File: config.mk
export PLATFORM = sky130hd
export DESIGN_NAME = scatter_memtest
export DESIGN_NICKNAME = d
export VERILOG_FILES = /design/src/rtl/memtest_pkg.sv /design/src/rtl/mt_pattern_gen.sv /design/src/rtl/mt_wr_tracker.sv /design/src/rtl/mt_read_cmp.sv /design/src/rtl/scatter_memtest.sv
export SDC_FILE = /design/constraint.sdc
export NUM_CORES = 1
export LEC_CHECK = 0
export BUFFER_PORTS_ARGS = -buffer_cell sky130_fd_sc_hd__buf_2
export CORE_AREA = 2 2 166 103
export DETAILED_ROUTE_END_ITERATION = 16
export DIE_AREA = 0 0 168 105
export GPL_TIMING_DRIVEN = 1
export PLACE_DENSITY_LB_ADDON = 0.3
export SLEW_MARGIN = 40
export SYNTH_ARGS = -nofsm -noshare
export SYNTH_HDL_FRONTEND = slang
export SYNTH_HIERARCHICAL = 1
export SYNTH_SLANG_ARGS = --single-unit
File: constraint.sdc
create_clock -name clk -period 3.8 [get_ports clk]
set_clock_uncertainty 0.15 [all_clocks]
set_input_delay 0.57 -clock clk [delete_from_list [all_inputs] [get_ports clk]]
set_output_delay 0.57 -clock clk [all_outputs]
set_load 0.01 [all_outputs]
File: src/rtl/memtest_pkg.sv
package memtest_pkg;

    localparam int IDX_W      = 10;
    localparam int WORD_W     = 32;
    localparam int IDX_STEP   = 4;
    localparam int ALIGN_BITS = 7;
    localparam int SPREAD_N   = 4;
    localparam int NIB_W      = 4;
    localparam int OFF_W      = NIB_W + NIB_W * SPREAD_N;

    localparam logic [IDX_W-1:0]  IDX_LAST  = IDX_W'((1 << IDX_W) - IDX_STEP);
    localparam logic [WORD_W-1:0] SEED_WORD = 32'h0101_0101;
    localparam logic [7:0]        CODE_FAIL = 8'hEA;
    localparam logic [7:0]        CODE_PASS = 8'h00;

    typedef enum logic [2:0] {
        ST_IDLE,
        ST_WRITE,
        ST_DRAIN,
        ST_RD_REQ,
        ST_RD_WAIT
    } phase_e;

endpackage

File: src/rtl/mt_pattern_gen.sv
module mt_pattern_gen
    import memtest_pkg::*;
#(
    parameter int ADDR_W = 32
) (
    input  logic [ADDR_W-1:0] base_i,
    input  logic [IDX_W-1:0]  idx_i,
    output logic [ADDR_W-1:0] addr_o,
    output logic [WORD_W-1:0] data_o
);

    logic [NIB_W-1:0] low_nib;
    logic [NIB_W-1:0] sel_j;
    logic [1:0]       spread_sel;
    logic [OFF_W-1:0] spread [SPREAD_N];
    logic [OFF_W-1:0] offset;
    logic [WORD_W-1:0] walk;

    assign low_nib    = idx_i[NIB_W-1:0];
    assign sel_j      = idx_i[2*NIB_W-1:NIB_W];
    assign spread_sel = idx_i[IDX_W-1:IDX_W-2];

    // one candidate placement of j per stride: 16 B, 256 B, 4 KiB, 64 KiB
    generate
        for (genvar g = 0; g < SPREAD_N; g++) begin : g_spread
            assign spread[g] = OFF_W'(sel_j) << (NIB_W * (g + 1));
        end
    endgenerate

    assign offset = spread[spread_sel] | OFF_W'(low_nib);
    assign addr_o = base_i + ADDR_W'(offset);

    assign walk   = SEED_WORD << sel_j[2:0];
    assign data_o = sel_j[3] ? ~walk : walk;

endmodule

File: src/rtl/mt_wr_tracker.sv
module mt_wr_tracker #(
    parameter int CNT_W = 4
) (
    input  logic clk,
    input  logic rst_n,
    input  logic issue_i,
    input  logic retire_i,
    output logic empty_o,
    output logic full_o
);

    localparam logic [CNT_W-1:0] CNT_MAX = '1;

    logic [CNT_W-1:0] cnt_d, cnt_q;

    always_comb begin
        cnt_d = cnt_q;
        if (issue_i && !retire_i) begin
            cnt_d = cnt_q + 1'b1;
        end else if (!issue_i && retire_i && cnt_q != '0) begin
            cnt_d = cnt_q - 1'b1;
        end
    end

    always_ff @(posedge clk or negedge rst_n) begin
        if (!rst_n) begin
            cnt_q <= '0;
        end else begin
            cnt_q <= cnt_d;
        end
    end

    assign empty_o = (cnt_q == '0);
    assign full_o  = (cnt_q == CNT_MAX);

endmodule

File: src/rtl/mt_read_cmp.sv
module mt_read_cmp
    import memtest_pkg::*;
(
    input  logic              valid_i,
    input  logic [WORD_W-1:0] obs_i,
    input  logic [WORD_W-1:0] exp_i,
    output logic              miss_o
);

    assign miss_o = valid_i && (obs_i != exp_i);

endmodule

File: src/rtl/scatter_memtest.sv
module scatter_memtest
    import memtest_pkg::*;
#(
    parameter int ADDR_W  = 32,
    parameter int OUTST_W = 4
) (
    input  logic              clk,
    input  logic              rst_n,
    input  logic              start,
    input  logic [ADDR_W-1:0] base_addr,
    output logic              mem_req,
    output logic              mem_we,
    output logic [ADDR_W-1:0] mem_addr,
    output logic [WORD_W-1:0] mem_wdata,
    input  logic              mem_ready,
    input  logic              mem_wack,
    input  logic              mem_rvalid,
    input  logic [WORD_W-1:0] mem_rdata,
    output logic              busy,
    output logic              done,
    output logic              fail,
    output logic [7:0]        status,
    output logic              mis_valid,
    output logic [ADDR_W-1:0] mis_addr,
    output logic [WORD_W-1:0] mis_exp,
    output logic [WORD_W-1:0] mis_obs
);

    typedef struct packed {
        phase_e            phase;
        logic [IDX_W-1:0]  idx;
        logic [ADDR_W-1:0] base;
        logic              fail;
        logic              done;
        logic [7:0]        status;
        logic              mis_valid;
        logic [ADDR_W-1:0] mis_addr;
        logic [WORD_W-1:0] mis_exp;
        logic [WORD_W-1:0] mis_obs;
    } regs_t;

    regs_t r_d, r_q;

    logic [ADDR_W-1:0] gen_addr;
    logic [WORD_W-1:0] gen_data;
    logic              wr_empty, wr_full, wr_fire;
    logic              rd_miss, at_last;

    mt_pattern_gen #(.ADDR_W(ADDR_W)) u_pattern (
        .base_i (r_q.base),
        .idx_i  (r_q.idx),
        .addr_o (gen_addr),
        .data_o (gen_data)
    );

    mt_wr_tracker #(.CNT_W(OUTST_W)) u_tracker (
        .clk      (clk),
        .rst_n    (rst_n),
        .issue_i  (wr_fire),
        .retire_i (mem_wack),
        .empty_o  (wr_empty),
        .full_o   (wr_full)
    );

    mt_read_cmp u_cmp (
        .valid_i (mem_rvalid && (r_q.phase == ST_RD_WAIT)),
        .obs_i   (mem_rdata),
        .exp_i   (gen_data),
        .miss_o  (rd_miss)
    );

    assign at_last   = (r_q.idx == IDX_LAST);
    assign mem_we    = (r_q.phase == ST_WRITE);
    assign mem_req   = ((r_q.phase == ST_WRITE) && !wr_full) || (r_q.phase == ST_RD_REQ);
    assign mem_addr  = gen_addr;
    assign mem_wdata = gen_data;
    assign wr_fire   = mem_req && mem_we && mem_ready;

    always_comb begin
        r_d           = r_q;
        r_d.done      = 1'b0;
        r_d.mis_valid = 1'b0;
        unique case (r_q.phase)
            ST_IDLE: begin
                if (start) begin
                    r_d.phase = ST_WRITE;
                    r_d.idx   = '0;
                    r_d.base  = {base_addr[ADDR_W-1:ALIGN_BITS], {ALIGN_BITS{1'b0}}};
                    r_d.fail  = 1'b0;
                end
            end
            ST_WRITE: begin
                if (wr_fire) begin
                    if (at_last) begin
                        r_d.phase = ST_DRAIN;
                    end else begin
                        r_d.idx = r_q.idx + IDX_W'(IDX_STEP);
                    end
                end
            end
            ST_DRAIN: begin
                if (wr_empty) begin
                    r_d.phase = ST_RD_REQ;
                    r_d.idx   = '0;
                end
            end
            ST_RD_REQ: begin
                if (mem_ready) begin
                    r_d.phase = ST_RD_WAIT;
                end
            end
            ST_RD_WAIT: begin
                if (mem_rvalid) begin
                    if (rd_miss) begin
                        r_d.fail      = 1'b1;
                        r_d.mis_valid = 1'b1;
                        r_d.mis_addr  = gen_addr;
                        r_d.mis_exp   = gen_data;
                        r_d.mis_obs   = mem_rdata;
                    end
                    if (at_last) begin
                        r_d.phase  = ST_IDLE;
                        r_d.done   = 1'b1;
                        r_d.status = (r_q.fail || rd_miss) ? CODE_FAIL : CODE_PASS;
                    end else begin
                        r_d.phase = ST_RD_REQ;
                        r_d.idx   = r_q.idx + IDX_W'(IDX_STEP);
                    end
                end
            end
            default: r_d.phase = ST_IDLE;
        endcase
    end

    always_ff @(posedge clk or negedge rst_n) begin
        if (!rst_n) begin
            r_q <= '0;
        end else begin
            r_q <= r_d;
        end
    end

    assign busy      = (r_q.phase != ST_IDLE);
    assign done      = r_q.done;
    assign fail      = r_q.fail;
    assign status    = r_q.status;
    assign mis_valid = r_q.mis_valid;
    assign mis_addr  = r_q.mis_addr;
    assign mis_exp   = r_q.mis_exp;
    assign mis_obs   = r_q.mis_obs;

endmodule

==> flow_summary.json <==
{
  "status": "finished, violations left",
  "violations": "negative hold slack",
  "areaGrowthSynthToFinish_pct": 17.7,
  "p_switching_mw": 2.27,
  "fp.dieArea_sq_um": 17600,
  "crit_top_cell": "nand4_1",
  "synth_top_area_cell": "dfrtp_1",
  "critPathBufInv": 1,
  "ys_types": 66,
  "path_class": "reg2out",
  "crit_fanout": 7,
  "p_leak_nw": 5.22,
  "cts.path.max_buffers": 2,
  "pwr_density_cell_nw_per_um2": 620,
  "initial_core_util": 0.532,
  "hp-class": "in2async",
  "overflow": 0,
  "cts-htree-levels": 4,
  "rsz0062_at_grt": "yes",
  "drv_slew": 0,
  "internal_power_mw": 3.94,
  "drc": 0,
  "reg2reg_setup_slack_ns": 0.50,
  "syn_area_sq_um": 8510,
  "crit_start": "r_q[148]",
  "endpoint_kind": "output pin",
  "die_h_microns": 105,
  "numClockSinks": 140,
  "crit_family": "simple AND/OR/NAND/NOR gates",
  "setup_tns_ns": 0,
  "worstMarginPinSlew_ns": 0.657,
  "cts_tree": "done",
  "yosysTopAreaCellShare": 0.411,
  "drive_gt1_frac": 0.507,
  "finalCritPeriodShare": 0.983,
  "path_cells": "nor2b_1 > and2_1 > ha_4 > nand4_1 > or3_4 > o21ai_4 > nand4_1 > xnor2_1 > buf_2",
  "power_frac_seq": 0.311,
  "clk_latency_ns": 0.41,
  "slowest_stage": "dfrtp_2",
  "ys_seq_area_frac": 0.411,
  "grt_pass1_wl_microns": 31000,
  "ant_nets": 0,
  "finalCriticalPeriod_ns": 3.74,
  "synth.area.top_cells": "dfrtp_1 (41%), mux2_2 (14%), buf_4 (12%)",
  "dr.pass1.iters": 4,
  "grt_max_degree": 62,
  "clk_pin_slew_ns": 0.07,
  "rr_worst_depth": 11,
  "core-area_sq_um": 16000,
  "hold_buffers": 0,
  "synth-edff-count": 0,
  "port_buffers": 231,
  "routed_wl_microns": 19600,
  "place_congestion": 0.939,
  "fmax_mhz": 268,
  "dp_hpwl_microns": 14300,
  "r2r_end": "mis_addr[4]",
  "cp.depth": 9,
  "multi_input_area_sq_um": 4050,
  "seq_area_sq_um": 3510,
  "routed_via_density": 5.29,
  "synth_async_sr_flop_share": 1.00,
  "endpoint": "mem_addr[31]",
  "routedWlPerCell_microns": 17.5,
  "ys_ff_latch": 140,
  "cp-start-kind": "register",
  "cap_viol_max_count": 0,
  "p_sw_frac": 0.366,
  "syn_inst": 750,
  "hold_ws_ns": -0.0186,
  "placed_cells": 1077,
  "cts-root-buf": "clkbuf_16",
  "r2r-start": "r_q[144]",
  "design_power_total_mw": 6.22,
  "antenna_cells": 0,
  "yosys-top-cells-count": "dfrtp_1 (140), buf_4 (135), mux2_2 (103), xnor2_1 (60), nand2_1 (28)",
  "ir_drop_uv": 316,
  "clkPwrFrac": 0.292,
  "first_iter_violations": 442,
  "crit_required_ns": 3.08,
  "syn_area_per_cell_sq_um": 11.4,
  "finalHoldViolCount": 6,
  "post-synth-top-count-cell": "dfrtp_1",
  "grt_pass1_vias": 5716,
  "yosysWarningCount": 6,
  "route.vias.total": 5924,
  "setup_viol": 0,
  "die_w_microns": 168,
  "max_slew_margin": 0.560,
  "p_comb_frac": 0.397,
  "fill_cells": 1312,
  "max_stage_delay_ns": 0.46,
  "crit_arrival_ns": 3.02,
  "synth_ff_type": "dfrtp_1",
  "layout.nets": 993,
  "fin_cells": 1120,
  "cts_buffers": 17,
  "grt_usage": 0.223,
  "num_rows": 36,
  "grt_antenna_before_repair": 1,
  "io_pins": 244
}
-- cells in the final DEF (no fill, tap or decap), drive strengths merged, types with 2 or more instances in the layout --
cell type  instances
a211oi             3
a21boi             2
a21o               8
a21oi             25
a221oi             2
a2bb2oi            4
a31oi              7
and2              13
and3              16
and4               2
buf              269
bufinv             4
clkbuf            20
clkinv             2
conb              14
dfrtp            140
fa                 2
ha                23
inv               15
mux2             123
nand2             28
nand2b             6
nand3             11
nand3b             3
nand4             16
nor2              20
nor2b              4
nor3               7
nor3b              2
nor4               3
o211ai             8
o21ai             12
o21bai             2
o22a               2
or3                3
xnor2             60
xor2              13
-- registers in the layout, indices dropped and copies added (netlist names) --
register and count:
u_tracker/cnt_q 4, done 1, mis_obs 32, mis_exp 32, mis_valid 1, mis_addr 32, fail 1, status 1
r_q 36
-- stage by stage --
step,instance area (sq um),utilization,hold WS [ns],setup slack [ns]
6_report,10000,0.627,-0.0186,0.0647
3_3_place_gp,9110,0.570,0.333,0.221
5_1_grt,10000,0.627,0.0155,-0.0146
2_1_floorplan,8560,-,0.124,0.544
3_5_place_dp,9130,0.571,0.340,0.138
4_1_cts,9850,0.616,0.00635,-0.0150
-- logic make-up (layout without fill, tap and decap cells) --
family,count (synthesis),count (layout),synth area share
multiplexers,124,124,0.173
buffers and inverters,163,311,0.139
AND/OR/NAND/NOR,138,138,0.0904
AO/OA/AOI/OAI,86,86,0.0729
adder cells (fa/ha/maj),25,25,0.0385
other,1,14,0.000440
flip-flops,140,140,0.411
XOR/XNOR,73,73,0.0751
-- per-layer routing --
| layer | wire (microns) | up-vias | track usage |
|---|---|---|---|
| met2 | 8720 | 191 | 0.331 |
| met3 | 1150 | 11 | 0.0492 |
| li1 | - | 2785 | - |
| met5 | 18 | - | 0 |
| met4 | 85 | 2 | 0.0373 |
| met1 | 9640 | 2935 | 0.336 |
-- layout make-up --
class / count / share of cell area
Tap cell: 209 / 0.0261
Inverter: 9 / 0.00337
Clock buffer: 19 / 0.0442
Clock inverter: 13 / 0.0202
Multi-Input combinational cell: 460 / 0.404
Timing Repair Buffer: 270 / 0.152
Sequential cell: 140 / 0.350
-- how the worst min path moves through the flow --
stage	startpoint	end	slack [ns]	depth (start not counted)
floorplan	rst_n	done	0.12	0
global placement	mis_obs[0]	mis_obs[0]	0.33	1
detailed placement	mis_addr[21]	mis_addr[21]	0.34	1
CTS	rst_n	mis_exp[16]	0.006	1
global route	rst_n	mis_exp[16]	0.02	1
finish	rst_n	mis_exp[16]	-0.02	1
-- power by group through the flow --
stage | combinational [mW] | sequential (mW) | clock [mW]
after CTS | 2.38 | 1.93 | 1.85
after floorplan | 1.70 | 1.86 | 0
after global routing | 2.70 | 1.96 | 1.93
after detailed placement | 2.35 | 1.94 | 0
final | 2.47 | 1.93 | 1.81
after global placement | 2.31 | 1.94 | 0
-- timing repair --
action                                  in CTS  in global routing
setup buffers                                2                  9
pin swaps                                    1                  7
gates resized for setup                     16                 17
endpoints found under the setup margin      16                 17
(Power assumes the default switching activity.)
